[src/rtl/tmr_pkg.sv]
`timescale 1ns/1ps
package tmr_pkg;
   localparam int CODE_W = 4;

   typedef enum logic [1:0] {
      PH_Q1 = 2'd0,
      PH_Q2 = 2'd1,
      PH_Q3 = 2'd2,
      PH_Q4 = 2'd3
   } phase_e;

   typedef struct packed {
      logic              irq_en;
      logic              src_int;
      logic              rise;
      logic [CODE_W-1:0] ps_code;
   } tmr_ctl_t;
endpackage

[src/rtl/tmr_phase_gen.sv]
`timescale 1ns/1ps
module tmr_phase_gen
   import tmr_pkg::*;
(
   input  logic clk,
   input  logic rst_n,
   output logic smp_stb,
   output logic cyc_stb
);
   phase_e ph;

   always_ff @(posedge clk or negedge rst_n) begin
      if (!rst_n) ph <= PH_Q1;
      else        ph <= phase_e'(ph + 2'd1);
   end

   // sampling points fall on the second and fourth phase
   assign smp_stb = (ph == PH_Q2) || (ph == PH_Q4);
   assign cyc_stb = (ph == PH_Q4);
endmodule

[src/rtl/tmr_src_front.sv]
`timescale 1ns/1ps
module tmr_src_front #(
   parameter int SYNC_STAGES = 2
) (
   input  logic clk,
   input  logic rst_n,
   input  logic pin,
   input  logic rise,
   output logic lvl,
   output logic tick
);
   logic [SYNC_STAGES-1:0] sync_q;
   logic                   lvl_d;

   always_ff @(posedge clk or negedge rst_n) begin
      if (!rst_n) sync_q <= '0;
      else        sync_q <= {sync_q[SYNC_STAGES-2:0], pin};
   end

   // polarity-corrected level: active edge becomes a rising edge
   assign lvl = rise ? sync_q[SYNC_STAGES-1] : ~sync_q[SYNC_STAGES-1];

   // reset value matches the level seen under the reset control word
   always_ff @(posedge clk or negedge rst_n) begin
      if (!rst_n) lvl_d <= 1'b1;
      else        lvl_d <= lvl;
   end

   assign tick = lvl & ~lvl_d;
endmodule

[src/rtl/tmr_prescaler.sv]
`timescale 1ns/1ps
module tmr_prescaler
   import tmr_pkg::*;
#(
   parameter int STAGES = 8
) (
   input  logic              clk,
   input  logic              rst_n,
   input  logic              clr,
   input  logic              adv,
   input  logic [CODE_W-1:0] code,
   input  logic              lvl,
   output logic              psout,
   output logic              wrap,
   output logic              bypass
);
   generate
      if (STAGES == 0) begin : g_none
         assign psout  = lvl;
         assign wrap   = adv;
         assign bypass = 1'b1;
      end else begin : g_div
         localparam int EW = $clog2(STAGES + 1);
         logic [STAGES-1:0] pcnt;
         logic [EW-1:0]     e;
         logic              low_ones;
         logic              pbit;

         // codes at or above the stage count saturate to the full chain
         always_comb begin
            if (int'(code) >= STAGES) e = EW'(STAGES);
            else                      e = EW'(code);
         end

         always_comb begin
            low_ones = 1'b1;
            pbit     = 1'b0;
            for (int i = 0; i < STAGES; i++) begin
               if (i < int'(e))      low_ones = low_ones & pcnt[i];
               if (i == int'(e) - 1) pbit     = ~pcnt[i];
            end
         end

         always_ff @(posedge clk or negedge rst_n) begin
            if (!rst_n)   pcnt <= '0;
            else if (clr) pcnt <= '0;
            else if (adv) pcnt <= pcnt + 1'b1;
         end

         assign bypass = (e == '0);
         // inverted tap rises when the low e bits roll to zero
         assign psout  = bypass ? lvl : pbit;
         assign wrap   = adv & low_ones;
      end
   endgenerate
endmodule

[src/rtl/tmr_q_sampler.sv]
`timescale 1ns/1ps
module tmr_q_sampler (
   input  logic clk,
   input  logic rst_n,
   input  logic stb,
   input  logic prime,
   input  logic prime_val,
   input  logic psout,
   output logic pls
);
   logic samp;

   always_ff @(posedge clk or negedge rst_n) begin
      if (!rst_n) begin
         samp <= 1'b1;
         pls  <= 1'b0;
      end else if (prime) begin
         samp <= prime_val;
         pls  <= 1'b0;
      end else begin
         pls <= 1'b0;
         if (stb) begin
            samp <= psout;
            pls  <= psout & ~samp;
         end
      end
   end
endmodule

[src/rtl/tmr16_presync.sv]
`timescale 1ns/1ps
module tmr16_presync
   import tmr_pkg::*;
#(
   parameter int  CNT_W       = 16,
   parameter int  PS_STAGES   = 8,
   parameter int  SYNC_STAGES = 2,
   localparam int CTL_W       = CODE_W + 3
) (
   input  logic             clk,
   input  logic             rst_n,
   input  logic             t_pin,
   input  logic             ctl_we,
   input  logic [CTL_W-1:0] ctl_wdata,
   output logic [CTL_W-1:0] ctl_rdata,
   input  logic             cnt_we,
   input  logic [CNT_W-1:0] cnt_wdata,
   output logic [CNT_W-1:0] cnt_rdata,
   input  logic             ovf_ack,
   output logic             ovf_flag,
   output logic             ovf_en,
   output logic             ovf_irq
);
   generate
      if (CNT_W < 2) begin : g_bad_cnt
         $error("CNT_W must be at least 2");
      end
      if (PS_STAGES < 0 || PS_STAGES > (1 << CODE_W) - 1) begin : g_bad_ps
         $error("PS_STAGES must fit the prescale code range");
      end
      if (SYNC_STAGES < 2) begin : g_bad_sync
         $error("SYNC_STAGES must be at least 2");
      end
   endgenerate

   tmr_ctl_t         ctl_q;
   logic [CNT_W-1:0] cnt_q;
   logic             flag_q;
   logic             smp_stb, cyc_stb;
   logic             lvl, tick;
   logic             adv, psout, wrap, bypass;
   logic             pls, inc;

   always_ff @(posedge clk or negedge rst_n) begin
      if (!rst_n)      ctl_q <= '0;
      else if (ctl_we) ctl_q <= tmr_ctl_t'(ctl_wdata);
   end

   tmr_phase_gen u_phase (
      .clk     (clk),
      .rst_n   (rst_n),
      .smp_stb (smp_stb),
      .cyc_stb (cyc_stb)
   );

   tmr_src_front #(.SYNC_STAGES(SYNC_STAGES)) u_front (
      .clk   (clk),
      .rst_n (rst_n),
      .pin   (t_pin),
      .rise  (ctl_q.rise),
      .lvl   (lvl),
      .tick  (tick)
   );

   assign adv = ctl_q.src_int ? cyc_stb : tick;

   tmr_prescaler #(.STAGES(PS_STAGES)) u_ps (
      .clk    (clk),
      .rst_n  (rst_n),
      .clr    (cnt_we),
      .adv    (adv),
      .code   (ctl_q.ps_code),
      .lvl    (lvl),
      .psout  (psout),
      .wrap   (wrap),
      .bypass (bypass)
   );

   tmr_q_sampler u_samp (
      .clk       (clk),
      .rst_n     (rst_n),
      .stb       (smp_stb),
      .prime     (cnt_we),
      .prime_val (bypass ? lvl : 1'b1),
      .psout     (psout),
      .pls       (pls)
   );

   // internal source is already phase aligned; the pin path goes through the sampler
   assign inc = ctl_q.src_int ? wrap : pls;

   always_ff @(posedge clk or negedge rst_n) begin
      if (!rst_n)      cnt_q <= '0;
      else if (cnt_we) cnt_q <= cnt_wdata;
      else if (inc)    cnt_q <= cnt_q + 1'b1;
   end

   always_ff @(posedge clk or negedge rst_n) begin
      if (!rst_n)                               flag_q <= 1'b0;
      else if (inc && !cnt_we && cnt_q == '1)   flag_q <= 1'b1;
      else if (ovf_ack)                         flag_q <= 1'b0;
   end

   assign ctl_rdata = ctl_q;
   assign cnt_rdata = cnt_q;
   assign ovf_flag  = flag_q;
   assign ovf_en    = ctl_q.irq_en;
   assign ovf_irq   = flag_q & ctl_q.irq_en;
endmodule

[config.mk]
export PLATFORM = sky130hd
export DESIGN_NAME = tmr16_presync
export DESIGN_NICKNAME = d
export VERILOG_FILES = /design/src/rtl/tmr_pkg.sv /design/src/rtl/tmr_phase_gen.sv /design/src/rtl/tmr_src_front.sv /design/src/rtl/tmr_prescaler.sv /design/src/rtl/tmr_q_sampler.sv /design/src/rtl/tmr16_presync.sv
export SDC_FILE = /design/constraint.sdc
export NUM_CORES = 1
export LEC_CHECK = 0
export BUFFER_PORTS_ARGS = -buffer_cell sky130_fd_sc_hd__buf_2
export CORE_AREA = 2 2 90 92
export CTS_BUF_LIST = sky130_fd_sc_hd__clkbuf_4
export DETAILED_ROUTE_END_ITERATION = 7
export DIE_AREA = 0 0 92 94
export HOLD_SLACK_MARGIN = 0.08
export PLACE_DENSITY = 0.61
export SYNTH_ARGS = -nofsm -noshare
export SYNTH_HDL_FRONTEND = slang
export SYNTH_SLANG_ARGS = --single-unit
[constraint.sdc]
create_clock -name clk -period 2.9 [get_ports clk]
set_input_delay 0 -clock clk [delete_from_list [all_inputs] [get_ports clk]]
set_output_delay 0 -clock clk [all_outputs]
set_load 0.005 [all_outputs]
==> impl_metrics.py, run 1 <==
metrics = {
    "setup_path": {
        "cp_max_fo": 20,
        "r2r-end": "cnt_rdata[15]",
        "slowest_delay_ns": 0.57,
        "critical_path_class": "reg -> reg",
        "crit_path_cell_trace": "nor4_4 -> o2111ai_1 -> o21a_1 -> or4b_1 -> a31oi_1",
        "crit_start": "ctl_rdata[0]",
        "worstSetupStartpointType": "flop",
        "ff2ff_path_depth": 5,
        "crit_cells": 5,
        "critical_path.slowest_cell": "or4b_1",
        "critPathArrivalTime_ns": 2.59,
        "cp-end-kind": "flop",
        "crit_path_end": "cnt_rdata[15]",
        "crit_family": "simple AND/OR/NAND/NOR gates",
        "cp.required_ns": 3.18,
        "path_buf_inv": 0,
        "worstReg2RegStart": "ctl_rdata[0]",
        "r2r_slack_ns": 0.60,
    },
    "clocking": {
        "ctsHoldBuffers": 36,
        "cts.sinks": 39,
        "clock_latency_ns": 0.35,
        "cts.path.max_buffers": 2,
        "cts_root_buf": "clkbuf_4",
        "cts_tree": "done",
        "cts-buffers-inserted": 5,
        "cts_resized": 0,
        "post-cts-setup-buffers": 0,
        "path_clk_slew_ns": 0.13,
        "htreeDepth": 2,
    },
    "global_route": {
        "antenna_found_initial": 0,
        "grt_use_total_pct": 14.2,
        "grt_pass1_vias": 1993,
        "grt_max_degree": 40,
        "grt_remaining_overflow": 0,
        "grt_pass1_wl_mm": 9.83,
    },
    "sta": {
        "tns_ns": 0,
        "timing.fmax_mhz": 434,
        "finalCritPeriodShare_pct": 79.4,
        "clock_skew_ns": 0.0121,
        "rsz0062_at_grt": "false",
        "finalSetupViolCount": 0,
        "finalHoldViolations": 0,
        "max_slew.worst_pin.slew_ns": 0.979,
        "relSlewSlack_pct": 34.7,
        "fin_crit_ns": 2.30,
        "drv_slew": 0,
    },
    "synth": {
        "synth_compound_area_share_pct": 16.5,
        "yosys_most_used_dff": "dfrtp_1",
        "synthXorXnorAreaFrac_pct": 3.13,
        "synthSimpleGateAreaFrac_pct": 22.3,
        "netlist_area_um2": 2240,
        "yosysWarnings": 0,
        "syn-num-nets": 262,
        "ys_ff_latch": 39,
        "syn_avg_cell_area_um2": 9.79,
        "synthAdderAreaFrac_pct": 2.23,
        "async_flop_share_pct": 100,
        "ys_types": 53,
        "seq_area_frac_synth_pct": 43.6,
        "synth_edf_count": 0,
        "synth_top_family_by_area": "simple AND/OR/NAND/NOR gates",
        "synth_mux_area_share_pct": 6.47,
        "synth_cells": 229,
    },
    "route": {
        "wirelength_mm": 5.82,
        "wl_per_cell_um": 13.9,
        "avgViaCountPerCell": 5.00,
        "final_antenna_net_count": 0,
        "vias": 2094,
        "drt-pass1-iter-count": 5,
        "drt_iter0_markers": 171,
        "drcViolationCount": 0,
    },
    "placement": {
        "port_buffers": 54,
        "post_dp_cell_area_um2": 2590,
        "gp_congestion": 0.797,
        "dpl.hpwl_mm": 3.94,
    },
    "flow_run": {
        "drv_cap": 0,
    },
    "layout": {
        "fin_nets": 349,
        "drive_above_1_share_pct": 26.5,
        "n_antenna_cell": 0,
        "final_area_um2": 3030,
        "syn2layout_area_growth_pct": 35.0,
    },
    "floorplanning": {
        "start_util_pct": 29.5,
        "chipHeight_um": 94,
        "die_w_um": 92,
        "die-area_um2": 8650,
        "io_pins": 55,
        "row_count": 32,
        "core_um2": 7610,
    },
    "power_and_ir_drop": {
        "power.leakage_nw": 1.28,
        "power_density_nw_per_um2": 415,
        "vdd.ir_drop.worst_mv": 0.268,
    },
    "min_path": {
        "hp-class": "in -> reg",
    },
    "run_status": {
        "status": "complete, no violations",
    },
}
[kinds of logic after synthesis]
logic type,count (synthesis)
AND/OR/NAND/NOR,91
AO/OA/AOI/OAI,48
flip-flops,39
buffers and inverters,27
multiplexers,12
XOR/XNOR,8
adder cells (fa/ha/maj),4
[power by group]
group          switching [mW]  internal, mW
clock                   0.194         0.182
sequential             0.0578         0.583
combinational           0.110         0.132
total                   0.362         0.896
[cells in the final DEF, fill, tap and decap left out, types with 3 or more instances in the layout]
master,count
nand3_1,7
nand4_1,11
mux2i_1,4
xnor2_1,5
nor3_1,4
dlygate4sd3_1,36
mux2_2,7
xor2_1,3
or4b_1,6
nand2b_1,3
ha_1,4
buf_2,54
and2_1,3
inv_1,14
o21ai_0,5
a31oi_1,14
dfrtp_1,37
o41ai_1,8
a31o_2,3
nor2_1,28
nand2_1,16
buf_4,3
clkbuf_4,5
[worst min-delay path by stage]
stage / start / endpoint / slack (ns) / cells after the start
floorplan: rst_n / cnt_rdata[0] / -0.30 / 0
global placement: t_pin / u_front.sync_q[0] / 0.11 / 1
detailed placement: t_pin / u_front.sync_q[0] / 0.12 / 1
CTS: t_pin / u_front.sync_q[0] / 0.28 / 2
global route: t_pin / u_front.sync_q[0] / 0.29 / 2
finish: t_pin / u_front.sync_q[0] / 0.30 / 2
[metrics by stage]
step                std cells  utilization [%]  setup slack (ns)  total power [mW]  hold WS (ns)
floorplan                 229                -             0.895             0.758        -0.296
global placement          375             34.0             0.695             0.844         0.108
detailed placement        375             34.0             0.623             0.849         0.117
CTS                       419             39.8             0.588              1.27         0.281
global route              419             39.8             0.413              1.33         0.288
finish                    419             39.8             0.596              1.26         0.295
[cell type report]
| class | instances | area [um2] |
|---|---|---|
| Clock buffer | 5 | 37.5 |
| Clock inverter | 3 | 43.8 |
| Fill cell | 773 | 4580 |
| Inverter | 14 | 52.6 |
| Multi-Input combinational cell | 163 | 1130 |
| Sequential cell | 39 | 978 |
| Tap cell | 102 | 128 |
| Timing Repair Buffer | 93 | 653 |
[flip-flops by register name, summed over array words and instances (netlist names)]
register,count
u_ps.g_div.pcnt,8
u_phase.ph,2
u_front.sync_q,2
cnt_rdata,16
u_samp.samp,1
u_samp.pls,1
ovf_en,1
ctl_rdata,6
u_front.lvl_d,1
ovf_flag,1
[cells in the mapped netlist, types with 2 or more instances]
master,number,area [um2]
a31o_2,3,26.3
a31oi_1,14,87.6
and2_1,3,18.8
xnor2_1,5,43.8
a21oi_1,2,10.0
buf_6,2,22.5
nand2b_1,3,18.8
dfstp_2,2,52.6
dfrtp_1,37,926
nor2_1,28,105
or4b_1,6,60.1
ha_1,4,50.1
nand3_1,7,35.0
o41ai_1,8,70.1
nand4_1,11,68.8
buf_4,2,15.0
nor3_1,4,20.0
o21ai_0,5,25.0
nand2_1,16,60.1
inv_1,14,52.6
buf_2,3,15.0
and3_1,2,12.5
or3_1,2,12.5
mux2_2,7,78.8
clkbuf_1,5,18.8
mux2i_1,4,40.0
nand4b_1,2,17.5
xor2_1,3,26.3
[per-layer routing]
metal,track usage (%),up-vias,part of all wire [%]
li1,-,1030,-
met1,19.1,978,47
met2,23.5,77,46
met3,2.65,9,5.5
met4,4.10,0,1.5
met5,0,-,0
[worst reg2reg max path: stages (launching register included)]
cell and delay [ns]:
dfrtp_1 0.54, nor4_4 0.36, o2111ai_1 0.17, o21a_1 0.41, or4b_1 0.57, a31oi_1 0.18
No activity file was read; power rests on OpenSTA's default activity.
==> run 2: changes to the inputs <==
- ABC_AREA: unset -> 1
- CORE_AREA: 2 2 90 92 -> 2 2 94 96
- DIE_AREA: 0 0 92 94 -> 0 0 96 98
- PLACE_DENSITY: 0.61 -> 0.62
- clock period: 2.9 -> 1.9 ns (I/O delays scaled with it)
==> run 2 against run 1 <==
  * Sequential cell count did not move
  * Highest routed layer unchanged
  * Critical path depth rose by 4
  * Critical endpoint is now cnt_rdata[3]
  * Clock-buffer cell count did not move
  * Final cell count rose by 30%
  * Synthesized area rose by 8.5%
  * Die area rose by 8.8%
  * Non-clock buffer count rose by 4
  * Setup slack got worse by 0.35 ns
  * Sequential share of layout area fell by 2.5 points
==> impl_metrics.py, run 2 <==
metrics = {
    "floorplanning": {
        "die-area_um2": 9410,
        "die_w_um": 96,
        "io_pins": 55,
        "start_util_pct": 28.7,
        "row_count": 34,
        "chipHeight_um": 98,
        "core_um2": 8470,
    },
    "layout": {
        "n_antenna_cell": 0,
        "final_cell_mix": "nand2_1 (134), buf_2 (54), dlygate4sd3_1 (38)",
        "syn2layout_area_growth_pct": 34.8,
        "fin_nets": 469,
        "drive_above_1_share_pct": 17.8,
        "mostFrequentLayoutCell": "nand2_1",
        "largest_register_ffs": 16,
        "final_area_um2": 3280,
    },
    "sta": {
        "clock_skew_ns": 0.0144,
        "finalSetupViolCount": 0,
        "max_slew.worst_pin.slew_ns": 0.710,
        "finalHoldViolations": 0,
        "tns_ns": 0,
        "finalCritPeriodShare_pct": 87.1,
        "drv_slew": 0,
        "timing.fmax_mhz": 604,
        "rsz0062_at_grt": "false",
        "relSlewSlack_pct": 52.5,
        "fin_crit_ns": 1.66,
    },
    "synth": {
        "synth_common_cells": "nand2_1 (134), dfrtp_1 (37), inv_1 (32)",
        "synth_cells": 345,
        "seq_area_frac_synth_pct": 40.2,
        "ys_top_cells_by_area": "dfrtp_1 (38%), nand2_1 (21%), nand4_1 (5.7%)",
        "post-synth-top-count-cell": "nand2_1",
        "ys_ff_latch": 39,
        "ys_types": 30,
        "synth_top_area_share_pct": 38.0,
        "syn-num-nets": 378,
        "yosysWarnings": 0,
        "netlist_area_um2": 2430,
        "synth_edf_count": 0,
        "synth_top_cell_by_area": "dfrtp_1",
        "syn_avg_cell_area_um2": 7.05,
        "async_flop_share_pct": 100,
        "yosys_most_used_dff": "dfrtp_1",
    },
    "clocking": {
        "cts_tree": "done",
        "cts-buffers-inserted": 5,
        "htreeDepth": 2,
        "cts.sinks": 39,
        "path_clk_slew_ns": 0.15,
        "clock_latency_ns": 0.37,
        "cts_root_buf": "clkbuf_4",
        "post-cts-setup-buffers": 0,
        "cts.path.max_buffers": 2,
    },
    "route": {
        "drt_iter0_markers": 139,
        "wl_met1_mm": 3.18,
        "vias": 2524,
        "wl_met3_um": 353,
        "wirelength_mm": 6.53,
        "wl_per_cell_um": 12.0,
        "drt-pass1-iter-count": 4,
        "met2_length_mm": 2.93,
        "drcViolationCount": 0,
        "avgViaCountPerCell": 4.63,
        "final_antenna_net_count": 0,
        "highest_layer": "met4",
    },
    "global_route": {
        "grt_remaining_overflow": 0,
        "grt_use_total_pct": 14.6,
        "grt_pass1_vias": 2400,
        "grt_max_degree": 29,
        "grt_pass1_wl_mm": 11.1,
        "antenna_found_initial": 0,
    },
    "setup_path": {
        "cp_max_fo": 11,
        "worstSetupStartpointType": "flop",
        "cp-end-kind": "flop",
        "critical_path_class": "reg -> reg",
        "cp.required_ns": 2.16,
        "critPathArrivalTime_ns": 1.92,
        "ff2ff_path_depth": 9,
    },
    "power_and_ir_drop": {
        "vdd.ir_drop.worst_mv": 0.233,
        "power.leakage_nw": 1.65,
        "power_density_nw_per_um2": 649,
    },
    "placement": {
        "port_buffers": 54,
        "gp_congestion": 0.849,
        "dpl.hpwl_mm": 4.61,
        "post_dp_cell_area_um2": 2810,
    },
    "flow_run": {
        "drv_cap": 0,
    },
    "run_status": {
        "status": "complete, no violations",
    },
    "min_path": {
        "hp-class": "in -> reg",
        "whs_path_depth": 3,
    },
}
-- run 2: final timing paths --
path | from | endpoint | slack [ns]
worst max-delay path | u_phase.ph[0] | cnt_rdata[3] | 0.24
worst min-delay path | cnt_we | u_ps.g_div.pcnt[5] | 0.14
worst max register to register | u_phase.ph[0] | cnt_rdata[3] | 0.24
worst min register to register | u_front.sync_q[0] | u_front.sync_q[1] | 0.37
max in group asynchronous | rst_n | u_ps.g_div.pcnt[4] | 0.68
min in group asynchronous | rst_n | u_ps.g_div.pcnt[0] | 0.16
-- run 2: kinds of logic after synthesis --
family / count (synthesis) / share of synthesized area [%]
simple gates: 213 / 37.8
buf+inv: 46 / 8.28
flops: 39 / 40.2
compound gates: 29 / 6.32
xor+xnor: 11 / 3.96
fa+ha+maj: 4 / 2.06
mux: 3 / 1.39
-- run 2: metrics by stage --
step	instances	setup WS [ns]	hold WS (ns)	power, mW	utilization (%)
detailed placement	499	0.155	-0.0554	1.46	33.2
global route	545	0.0871	0.156	2.27	38.7
global placement	499	0.193	-0.0569	1.46	33.2
finish	545	0.245	0.138	2.13	38.7
floorplan	345	0.470	-0.296	1.28	-
CTS	545	0.142	0.127	2.15	38.7
-- run 2: timing repair --
item                                    4_1_cts  5_1_grt
hold buffers                                 38        0
resized for setup                             0        1
endpoints found under the setup margin        0        1
endpoints found under the hold margin        62        0
-- run 2: power breakdown --
part / switching [mW] / internal (mW)
logic: 0.246 / 0.242
clock network: 0.331 / 0.284
registers: 0.114 / 0.911
-- run 2: critical path, cell delays in order, from the launching register on --
cell,delay [ns]
dfrtp_1,0.43
ha_1,0.19
nand2_1,0.08
a21oi_1,0.13
nand2_1,0.09
a21oi_2,0.17
nand2_4,0.11
buf_4,0.20
nand4_1,0.08
nand2_1,0.07
-- run 2: layout make-up --
| cell class | count | area [um2] |
|---|---|---|
| inverter | 33 | 124 |
| clock inverter | 3 | 47.5 |
| fill | 920 | 5190 |
| clock buffer | 5 | 37.5 |
| timing repair buffer | 97 | 701 |
| multi-input combinational | 260 | 1260 |
| tap | 108 | 135 |
| sequential | 39 | 978 |
-- run 2: layer usage --
layer  track usage (%)  up-vias
met5                 0        -
met4              3.30        0
met3              2.70        6
met2              23.1       58
met1              20.7     1170
li1                  -     1290
==> run 3: changes to the inputs <==
- REMOVE_ABC_BUFFERS: unset -> 1
==> run 3 against run 2 <==
  * Register-to-register slack worse by 0.04 ns
  * Die area is the same
  * Worst hold slack lost 0.0013 ns
  * Clock-buffer cell count is 1 higher
  * Clock power fell by 31%
  * Sequential cell count unchanged
  * Sequential power about the same
  * Highest routed layer unchanged
==> impl_metrics.py, run 3 (synthesis gave the netlist of run 2 again) <==
metrics = {
    "placement": {
        "dpl.cell_count": 497,
        "post_dp_cell_area_um2": 2780,
        "port_buffers": 54,
        "dpl.hpwl_mm": 4.51,
        "place_ws_ns": 0.140,
        "gp_congestion": 0.843,
    },
    "global_route": {
        "grt_max_degree": 40,
        "grt_use_met3_pct": 2.39,
        "use_met2_pct": 22.5,
        "grt_remaining_overflow": 0,
        "use_met1_pct": 19.2,
        "grt_use_total_pct": 14.0,
        "antenna_found_initial": 0,
        "gr-max-usage-layer": "met2",
        "grt_pass1_wl_mm": 10.6,
        "grt_pass1_vias": 2345,
    },
    "setup_path": {
        "cp_max_fo": 6,
        "worstSetupStartpointType": "flop",
        "crit_top_cell": "nand2_1",
        "cp.required_ns": 2.18,
        "critical_path.slowest_cell": "dfrtp_1",
        "critical_path_class": "reg -> reg",
        "worstReg2RegStart": "cnt_rdata[0]",
        "slowest_delay_ns": 0.44,
        "path_buf_inv": 0,
        "crit_family": "simple AND/OR/NAND/NOR gates",
        "critPathArrivalTime_ns": 1.98,
        "crit_start": "cnt_rdata[0]",
        "crit_path_cell_trace": "ha_1 -> nand2_1 -> nor2_2 -> nand2_1 -> nor4_1 -> nand3_1 -> nand2_1",
        "cp-end-kind": "flop",
    },
    "sta": {
        "clock_skew_ns": 0.0135,
        "finalCritPeriodShare_pct": 89.2,
        "relSlewSlack_pct": 42.6,
        "finalHoldViolations": 0,
        "timing.fmax_mhz": 590,
        "fin_ws_ns": 0.204,
        "rsz0062_at_grt": "false",
        "tns_ns": 0,
        "max_slew.worst_pin.slew_ns": 0.861,
        "drv_slew": 0,
        "finalSetupViolCount": 0,
        "fin_crit_ns": 1.70,
    },
    "power_and_ir_drop": {
        "intPower_mw": 1.30,
        "p_switching_mw": 0.637,
        "p_seq_share_pct": 53.0,
        "vdd.ir_drop.worst_mv": 0.232,
        "clkPwrFrac_pct": 22.0,
        "power.leakage_nw": 1.62,
        "p_comb_share_pct": 25.0,
        "power_density_nw_per_um2": 604,
        "p_sw_share_pct": 32.8,
    },
    "route": {
        "avgViaCountPerCell": 4.56,
        "drcViolationCount": 0,
        "drt_iter0_markers": 206,
        "drt-pass1-iter-count": 4,
        "final_antenna_net_count": 0,
        "wirelength_mm": 6.28,
        "vias": 2472,
        "wl_per_cell_um": 11.6,
    },
    "layout": {
        "final_area_um2": 3210,
        "n_antenna_cell": 0,
        "final_cell_mix": "nand2_1 (134), buf_2 (54), dlygate4sd3_1 (37)",
        "instances_no_fill": 542,
        "drive_above_1_share_pct": 17.5,
        "largest_register_ffs": 16,
        "mostFrequentLayoutCell": "nand2_1",
        "fin_nets": 466,
        "syn2layout_area_growth_pct": 32.0,
    },
    "run_status": {
        "status": "complete, no violations",
    },
    "floorplanning": {
        "core_um2": 8470,
        "row_count": 34,
        "chipHeight_um": 98,
        "io_pins": 55,
        "die_w_um": 96,
        "start_util_pct": 28.7,
        "die-area_um2": 9410,
    },
    "clocking": {
        "cts.sinks": 39,
        "htreeDepth": 2,
        "cts.path.max_buffers": 2,
        "cts_root_buf": "clkbuf_4",
        "clock_latency_ns": 0.34,
        "cts_tree": "done",
        "cts-buffers-inserted": 5,
        "path_clk_slew_ns": 0.12,
        "post-cts-setup-buffers": 0,
    },
    "min_path": {
        "hp-class": "in -> reg",
        "hold_start": "cnt_we",
    },
    "flow_run": {
        "drv_cap": 0,
    },
}
-- run 3: power by group through the flow --
| stage | logic, mW | clock network (mW) | registers (mW) |
|---|---|---|---|
| after floorplan | 0.234 | 0 | 1.02 |
| after global placement | 0.412 | 0 | 1.04 |
| after detailed placement | 0.418 | 0 | 1.04 |
| after CTS | 0.486 | 0.455 | 1.03 |
| after global routing | 0.558 | 0.479 | 1.04 |
| final | 0.484 | 0.427 | 1.03 |
-- run 3: area by class of cell --
type,instances,area (um2)
Clock inverter,2,8.76
Timing Repair Buffer,94,663
Inverter,33,124
Multi-Input combinational cell,260,1260
Tap cell,108,135
Fill cell,874,5250
Clock buffer,6,45.0
Sequential cell,39,980
-- run 3: what timing repair did --
item,CTS,global route
gates resized for setup,0,2
endpoints found under the hold margin,62,0
endpoints found under the setup margin,0,2
hold buffers,37,0
-- run 3: worst paths after layout --
check                                     to  slack (ns)  cells past startpoint
setup / recovery                    ovf_flag        0.20                      7
hold / removal                  cnt_rdata[9]        0.14                      5
setup reg to reg                    ovf_flag        0.20                      7
hold reg to reg            u_front.sync_q[1]        0.37                      0
max in group asynchronous       ctl_rdata[1]        1.02                      2
min in group asynchronous       ctl_rdata[2]        0.30                      2
-- run 3: per-layer routing --
metal / share of wire (%) / vias up / wire length, um
met1: 48 / 1130 / 3010
met3: 3.6 / 9 / 224
met4: 1.7 / 0 / 109
li1: - / 1285 / -
met5: 0 / - / 0
met2: 47 / 48 / 2940
-- run 3: worst min-delay path, cell delays in order --
cell     delay (ns)
buf_2          0.21
nand2_1        0.10
nand2_1        0.05
nand2_1        0.06
nand2_1        0.04
-- run 3: per-stage QoR --
step                      hold slack, ns  utilization, %  power (mW)
after floorplan                   -0.296               -        1.25
after global placement             0.109            32.9        1.45
after detailed placement           0.110            32.9        1.46
after CTS                          0.126            37.9        1.97
after global routing               0.136            37.9        2.08
final                              0.136            37.9        1.94
